$ cat src/rtl/clkdiv_pkg.sv
`timescale 1ns/1ps
package clkdiv_pkg;
  localparam int RATIO_W = 5;
  localparam int CODE_W  = 4;
  localparam int STRAP_W = 2;
  localparam int NUM_CODES = 12;

  typedef logic [RATIO_W-1:0] ratio_t;

  // Power-of-two ratio picked by the strap pins.
  function automatic ratio_t strap_ratio(input logic [STRAP_W-1:0] code);
    return ratio_t'(2) << code;
  endfunction

  function automatic logic reg_code_ok(input logic [CODE_W-1:0] code);
    return code < CODE_W'(NUM_CODES);
  endfunction

  function automatic ratio_t reg_ratio(input logic [CODE_W-1:0] code);
    case (code)
      4'd0:    return ratio_t'(1);
      4'd1:    return ratio_t'(2);
      4'd2:    return ratio_t'(3);
      4'd3:    return ratio_t'(4);
      4'd4:    return ratio_t'(5);
      4'd5:    return ratio_t'(6);
      4'd6:    return ratio_t'(8);
      4'd7:    return ratio_t'(10);
      4'd8:    return ratio_t'(12);
      4'd9:    return ratio_t'(16);
      4'd10:   return ratio_t'(20);
      default: return ratio_t'(24);
    endcase
  endfunction

  // Number of whole source cycles the rising-edge phase stays high.
  function automatic ratio_t high_cycles(input ratio_t n);
    return n >> 1;
  endfunction
endpackage

$ cat src/rtl/clkdiv_cfg.sv
`timescale 1ns/1ps
module clkdiv_cfg
  import clkdiv_pkg::*;
#(
  parameter int NUM_OUT    = 10,
  parameter int ADDR_W     = 2,
  parameter int DATA_W     = 10,
  parameter int ADDR_RATIO = 0,
  parameter int ADDR_EN    = 1
) (
  input  logic                clk_src,
  input  logic                rst_n,
  input  logic [STRAP_W-1:0]  strap_code,
  input  logic                wr_en,
  input  logic [ADDR_W-1:0]   wr_addr,
  input  logic [DATA_W-1:0]   wr_data,
  output ratio_t              ratio_next,
  output logic [NUM_OUT-1:0]  en_next,
  output logic                override,
  output logic                ratio_wr_ok
);
  logic [CODE_W-1:0] code_q;
  logic              ratio_sel;
  logic              en_sel;

  assign ratio_sel   = wr_en && (wr_addr == ADDR_W'(ADDR_RATIO));
  assign en_sel      = wr_en && (wr_addr == ADDR_W'(ADDR_EN));
  assign ratio_wr_ok = ratio_sel && reg_code_ok(wr_data[CODE_W-1:0]);

  always_ff @(posedge clk_src or negedge rst_n) begin
    if (!rst_n) begin
      code_q   <= '0;
      override <= 1'b0;
      en_next  <= '1;
    end else begin
      if (ratio_wr_ok) begin
        code_q   <= wr_data[CODE_W-1:0];
        override <= 1'b1;
      end
      if (en_sel) en_next <= wr_data[NUM_OUT-1:0];
    end
  end

  assign ratio_next = override ? reg_ratio(code_q) : strap_ratio(strap_code);
endmodule

$ cat src/rtl/clkdiv_core.sv
`timescale 1ns/1ps
module clkdiv_core
  import clkdiv_pkg::*;
(
  input  logic   clk_src,
  input  logic   rst_n,
  input  ratio_t ratio_next,
  output logic   tc,
  output ratio_t ratio_cur,
  output logic   wave
);
  ratio_t cnt;
  ratio_t cnt_nx;
  ratio_t ratio_nx;
  logic   rise_ph;
  logic   fall_ph;

  assign tc       = (cnt == ratio_cur - ratio_t'(1));
  assign cnt_nx   = tc ? '0 : cnt + ratio_t'(1);
  assign ratio_nx = tc ? ratio_next : ratio_cur;

  always_ff @(posedge clk_src or negedge rst_n) begin
    if (!rst_n) begin
      cnt       <= '0;
      ratio_cur <= ratio_t'(1);
      rise_ph   <= 1'b0;
    end else begin
      cnt       <= cnt_nx;
      ratio_cur <= ratio_nx;
      rise_ph   <= cnt_nx < high_cycles(ratio_nx);
    end
  end

  // Half-cycle extension for odd ratios.
  always_ff @(negedge clk_src or negedge rst_n) begin
    if (!rst_n) fall_ph <= 1'b0;
    else        fall_ph <= rise_ph;
  end

  always_comb begin
    if (ratio_cur == ratio_t'(1)) wave = clk_src;
    else if (ratio_cur[0])        wave = rise_ph | fall_ph;
    else                          wave = rise_ph;
  end
endmodule

$ cat src/rtl/clkdiv_gate.sv
`timescale 1ns/1ps
module clkdiv_gate #(
  parameter int NUM_OUT = 10
) (
  input  logic               clk_src,
  input  logic               rst_n,
  input  logic               tc,
  input  logic               wave,
  input  logic [NUM_OUT-1:0] en_next,
  output logic [NUM_OUT-1:0] en_act,
  output logic [NUM_OUT-1:0] clk_out
);
  for (genvar i = 0; i < NUM_OUT; i++) begin : g_out
    always_ff @(posedge clk_src or negedge rst_n) begin
      if (!rst_n)  en_act[i] <= 1'b0;
      else if (tc) en_act[i] <= en_next[i];
    end
    assign clk_out[i] = wave & en_act[i];
  end
endmodule

$ cat src/rtl/clkdiv_bank.sv
`timescale 1ns/1ps
module clkdiv_bank
  import clkdiv_pkg::*;
#(
  parameter int NUM_OUT    = 10,
  parameter int ADDR_W     = 2,
  parameter int DATA_W     = 10,
  parameter int ADDR_RATIO = 0,
  parameter int ADDR_EN    = 1
) (
  input  logic               clk_src,
  input  logic               rst_n,
  input  logic [1:0]         strap_code,
  input  logic               wr_en,
  input  logic [ADDR_W-1:0]  wr_addr,
  input  logic [DATA_W-1:0]  wr_data,
  output logic [NUM_OUT-1:0] clk_out
);
  ratio_t             ratio_next_w;
  ratio_t             ratio_cur_w;
  logic [NUM_OUT-1:0] en_next_w;
  logic [NUM_OUT-1:0] en_act_w;
  logic               override_w;
  logic               ratio_wr_ok_w;
  logic               tc_w;
  logic               wave_w;

  clkdiv_cfg #(
    .NUM_OUT(NUM_OUT), .ADDR_W(ADDR_W), .DATA_W(DATA_W),
    .ADDR_RATIO(ADDR_RATIO), .ADDR_EN(ADDR_EN)
  ) u_cfg (
    .clk_src(clk_src), .rst_n(rst_n), .strap_code(strap_code),
    .wr_en(wr_en), .wr_addr(wr_addr), .wr_data(wr_data),
    .ratio_next(ratio_next_w), .en_next(en_next_w),
    .override(override_w), .ratio_wr_ok(ratio_wr_ok_w)
  );

  clkdiv_core u_core (
    .clk_src(clk_src), .rst_n(rst_n), .ratio_next(ratio_next_w),
    .tc(tc_w), .ratio_cur(ratio_cur_w), .wave(wave_w)
  );

  clkdiv_gate #(.NUM_OUT(NUM_OUT)) u_gate (
    .clk_src(clk_src), .rst_n(rst_n), .tc(tc_w), .wave(wave_w),
    .en_next(en_next_w), .en_act(en_act_w), .clk_out(clk_out)
  );
endmodule

$ cat config.mk
export PLATFORM = sky130hd
export DESIGN_NAME = clkdiv_bank
export DESIGN_NICKNAME = d
export VERILOG_FILES = /design/src/rtl/clkdiv_pkg.sv /design/src/rtl/clkdiv_cfg.sv /design/src/rtl/clkdiv_core.sv /design/src/rtl/clkdiv_gate.sv /design/src/rtl/clkdiv_bank.sv
export SDC_FILE = /design/constraint.sdc
export NUM_CORES = 1
export LEC_CHECK = 0
export CAP_MARGIN = 20
export CORE_AREA = 5 5 77 79
export CTS_CLUSTER_SIZE = 8
export DETAILED_ROUTE_END_ITERATION = 10
export DIE_AREA = 0 0 82 84
export GPL_TIMING_DRIVEN = 0
export PLACE_DENSITY = 0.66
export SYNTH_ARGS = -nofsm -noshare
export SYNTH_HDL_FRONTEND = slang
export SYNTH_HIERARCHICAL = 1
export SYNTH_SLANG_ARGS = --single-unit
$ cat constraint.sdc
create_clock -name clk_src -period 2.4 [get_ports clk_src]
set_input_delay 0.6 -clock clk_src [delete_from_list [all_inputs] [get_ports clk_src]]
set_output_delay 0.6 -clock clk_src [all_outputs]
set_load 0.05 [all_outputs]
==> flow_summary.toml, run 1 <==
[detailed_routing]
via_per_inst = 4.757
drt_wl_total_mm = 3.853
final_antenna_net_count = 0
wl_per_cell_um = 13.76
dr_total_vias = 1332
dr.first_iter.drc_count = 40
drc = 0
first_pass_iters = 4

[critical_path]
cpMaxStageDelayCell = "dfrtn_1"
max_stage_delay_ns = 0.41
timing.rr.end = "u_core/rise_ph"
critPathMaxFanout = 6
path_cells = "a21oi_2, o21ai_4, clkbuf_8, and2_4, buf_8"
startpoint = "u_core/fall_ph"
cp.required_ns = 1.80
critPathBufInv = 2
worstPathArrival_ns = 2.73
start_kind = "flop"
r2r_cells = 11
r2r-start = "u_core/ratio_cur[0]"
reg2reg_slack_ns = -0.19
cp-end-kind = "output port"
crit_family = "flip-flops"
worstSetupPathType = "reg2out"

[grt]
grt_max_degree = 38
antenna_found_initial = 0
grt_pass1_vias = 1583
grt_pass1_wl_mm = 6.941
grt-ovfl-total = 0
grt_use_total = 0.1385

[sta]
fin_skew_ns = 0.02485
setup_slack_ns = -0.9293
fin_tns_setup_ns = -9.398
max_slew_margin = 0.4546
rsz0062_at_grt = "yes"
hold_violations = 0
finalSetupViolations = 14
fin_hold_ws_ns = 0.3002
tightest_slew_ns = 0.8181
drv_slew = 0

[pwr]
intPower_uw = 2713
pwr-share-seq = 0.259
power_leakage_uw = 0.001278
ir_drop_uv = 643.6
power_density_mw_per_mm2 = 1536
switching_power_uw = 1549
switching_share = 0.3634
combPwrFrac = 0.364
p_clk_frac = 0.378

[yosys]
syn_nets = 183
synth.avg_cell_area_sq_um = 12.52
syn_inst = 158
synth_warnings = 6
syn_area_sq_mm = 0.001978

[clocking]
path_clk_slew_ns = 0.07
clk_latency_ns = 0.41
ctsHoldBuffers = 0
cts_tree = "built"

[place]
pre_cts_ws_ns = -1.049
hpwl_mm = 2.569
globalplace.congestion = 0.7194
io_buffer_count = 26
dp_cells = 256
place_area_sq_mm = 0.002371

[floorplan]
die_w_um = 82
die_area_sq_mm = 0.006888
ios = 27
fp.dieH_um = 84
start_util = 0.3754
rows = 27
coreArea_sq_mm = 0.005270

[run_status]
status = "complete, but fails checks"
violations = "negative setup slack"

[layout]
area_delta_synth_final_pct = 40.23
fillCellCount = 478
layout.nets = 231
final_layout_size_suffix_gt1_frac = 0.4904
layout.cells.most_common = "dfrtp_1"
final_cell_mix = "dfrtp_1, mux2_4, clkdlybuf4s50_1, clkbuf_8, dfstp_2"
fin_area_sq_mm = 0.002774
instances_no_fill = 280
antennaDiodeCount = 0

[hold_path]
hp-class = "in2async"

[job]
cap_violations = 0
==> how the worst max path moves through the flow <==
stage                endpoint  cells past startpoint  slack, ns
6_report           clk_out[0]                      5      -0.93
5_1_grt            clk_out[1]                      5       -1.0
4_1_cts            clk_out[0]                      5      -0.96
3_5_place_dp       clk_out[0]                      4      -1.05
3_3_place_gp   u_core/fall_ph                      1      -1.23
2_1_floorplan      clk_out[0]                      3      -0.35
==> layout make-up <==
class                   instances  area, sq um  share of cell area
inverters                      13        48.80             0.01759
clock inverters                 3        42.54             0.01534
flip-flops and latches         37        939.7              0.3387
clock buffers                  25        350.3              0.1263
repair buffers                 22        212.7             0.07668
well taps                      72        90.09             0.03248
multi-input cells             104         1051              0.3789
plain buffers                   4        38.79             0.01398
==> worst reg2reg max path, stage by stage (launching register included) <==
cell,delay (ns)
dfstp_2,0.59
inv_2,0.06
ha_4,0.16
nand3b_1,0.09
a21boi_2,0.06
o311ai_2,0.34
buf_6,0.18
mux2i_2,0.24
ha_1,0.27
a21o_1,0.17
a221oi_2,0.20
o21a_1,0.15
==> through the flow <==
step	utilization	power, uW
detailed placement	0.4499	2991
floorplan	-	2593
finish	0.5264	4262
CTS	0.5256	4304
global placement	0.4509	2958
global route	0.5264	4559
==> routing by layer <==
metal | part of all wire | track usage | up-vias
li1 | - | - | 642
met1 | 0.44 | 0.1461 | 642
met2 | 0.48 | 0.1903 | 38
met3 | 0.058 | 0.08747 | 10
met4 | 0.026 | 0.1118 | 0
met5 | 0 | 0 | -
==> power by group through the flow <==
stage / clock, uW / combinational (uW) / sequential [uW]
5_1_grt: 1710 / 1710 / 1140
2_1_floorplan: 440 / 1120 / 1040
6_report: 1610 / 1550 / 1100
4_1_cts: 1660 / 1540 / 1100
3_3_place_gp: 568 / 1300 / 1090
3_5_place_dp: 568 / 1320 / 1100
==> what timing repair did <==
item / CTS / global route
gates cloned: 0 / 0
pin swaps: 16 / 1
buffers inserted: 7 / 0
gates resized for setup: 91 / 1
endpoints found under the setup margin: 18 / 14
==> flip-flops by register name (all words and copies together) (netlist names) <==
name	cells
u_cfg/en_next	10
u_gate/en_act	10
u_core/cnt	5
u_core/ratio_cur	5
u_cfg/code_q	4
u_cfg/override	1
u_core/fall_ph	1
u_core/rise_ph	1
(Power assumes the default switching activity.)
==> run 2: changes to the inputs <==
Settings changed: GPL_TIMING_DRIVEN 0 to unset.
==> flow_summary.toml, run 2 (synthesized netlist as in run 1, its figures left out) <==
[floorplan]
fp.dieH_um = 84
start_util = 0.3754
ios = 27
die_w_um = 82
rows = 27
coreArea_sq_mm = 0.005270
die_area_sq_mm = 0.006888

[clocking]
ctsHoldBuffers = 0
clk_latency_ns = 0.41
path_clk_slew_ns = 0.08
cts_tree = "built"

[critical_path]
cp.required_ns = 1.80
worstSetupPathType = "reg2out"
critPathMaxFanout = 6
worstPathArrival_ns = 2.73
cp-end-kind = "output port"
start_kind = "flop"

[pwr]
p_total_uw = 4500
power_density_mw_per_mm2 = 1557
power_leakage_uw = 0.001338
ir_drop_uv = 807.4

[layout]
layout.nets = 244
antennaDiodeCount = 0
fin_area_sq_mm = 0.002890
final_layout_size_suffix_gt1_frac = 0.5294
reg_top3 = "u_cfg/en_next x10, u_gate/en_act x10"
layout.cells.most_common = "dfrtp_1"
instances_no_fill = 293
final_cell_mix = "dfrtp_1, mux2_4, buf_4, clkdlybuf4s50_1, clkbuf_8"
area_delta_synth_final_pct = 46.11
post-route-util = 0.5484

[place]
globalplace.congestion = 0.7298
hpwl_mm = 2.744
dp_cells = 273
io_buffer_count = 26
place_area_sq_mm = 0.002495
pre_cts_ws_ns = -1.036

[grt]
grt-ovfl-total = 0
grt_use_total = 0.1394
grt_max_degree = 37
grt_pass1_wl_mm = 6.969
antenna_found_initial = 0
grt_pass1_vias = 1598

[detailed_routing]
drc = 0
dr.first_iter.drc_count = 44
via_per_inst = 4.747
drt_wl_total_mm = 4.121
first_pass_iters = 4
dr_total_vias = 1391
final_antenna_net_count = 0
wl_per_cell_um = 14.06

[sta]
finalSetupViolations = 14
rsz0062_at_grt = "yes"
setup_slack_ns = -0.9346
drv_slew = 0
fin_skew_ns = 0.02000
max_slew_margin = 0.6846
hold_violations = 0
tightest_slew_ns = 0.4731

[run_status]
violations = "negative setup slack"
status = "complete, but fails checks"

[hold_path]
hp-class = "reg2reg"

[job]
cap_violations = 0
run 2: changes by cell type in the layout (fill, tap and decap cells not counted), sizes merged:
cell	change
clkdlybuf4s50	+1
buf	+12
run 2: metrics by stage:
step | hold slack, ns | TNS, ns
after global placement | 0.4980 | -10.64
after global routing | 0.5414 | -10.24
after CTS | 0.5224 | -9.718
final | 0.5164 | -9.447
after floorplan | 0.3044 | -3.672
after detailed placement | 0.4994 | -10.70
run 2: path summary, 6_finish.rpt:
path                                startpoint               end  slack, ns  cells after the start
max                             u_core/fall_ph        clk_out[1]      -0.93                      5
min                           u_gate/en_act[5]  u_gate/en_act[5]       0.52                      1
max reg2reg                u_core/ratio_cur[0]    u_core/rise_ph      -0.22                     10
min reg2reg                   u_gate/en_act[5]  u_gate/en_act[5]       0.52                      1
max in group asynchronous                rst_n    u_core/fall_ph       0.80                      1
min in group asynchronous                rst_n    u_cfg/override       0.69                      2
run 2: metal layers:
| metal | share of wire | global-route usage |
|---|---|---|
| met1 | 0.42 | 0.1502 |
| met5 | 0 | 0.02500 |
| met2 | 0.50 | 0.1918 |
| met3 | 0.051 | 0.07127 |
| met4 | 0.028 | 0.1239 |
run 2: critical path, cell delays in order (launching register included):
cell and delay, ns:
dfrtn_1 0.43, a21oi_4 0.07, o21ai_4 0.16, clkbuf_8 0.18, and2_4 0.15, buf_8 0.14
run 2: timing repair:
action                                  CTS  global route
endpoints found under the setup margin   14            14
pin swaps                                17             5
gates cloned                              0             0
setup buffers                             3             0
gates resized for setup                  96             2
run 2: layout make-up:
cell class,count,area [sq um]
clock buffers,24,342.8
clock inverters,3,42.54
fillers,452,2380
inverters,13,48.80
multi-input cells,104,1082
flip-flops and latches,37,939.7
well taps,72,90.09
repair buffers,40,344.1
run 2: power by group:
group          switching, uW  internal, uW  leakage [uW]
clock network            688           912      0.000237
registers                194           889      0.000427
logic                    756          1060      0.000674
total                   1640          2860       0.00134
==> run 3: changes to the inputs <==
Settings changed: GPL_TIMING_DRIVEN set to 1.
==> results of run 3 <==
The final DEF is identical to that of run 2; final timing and power are the same.
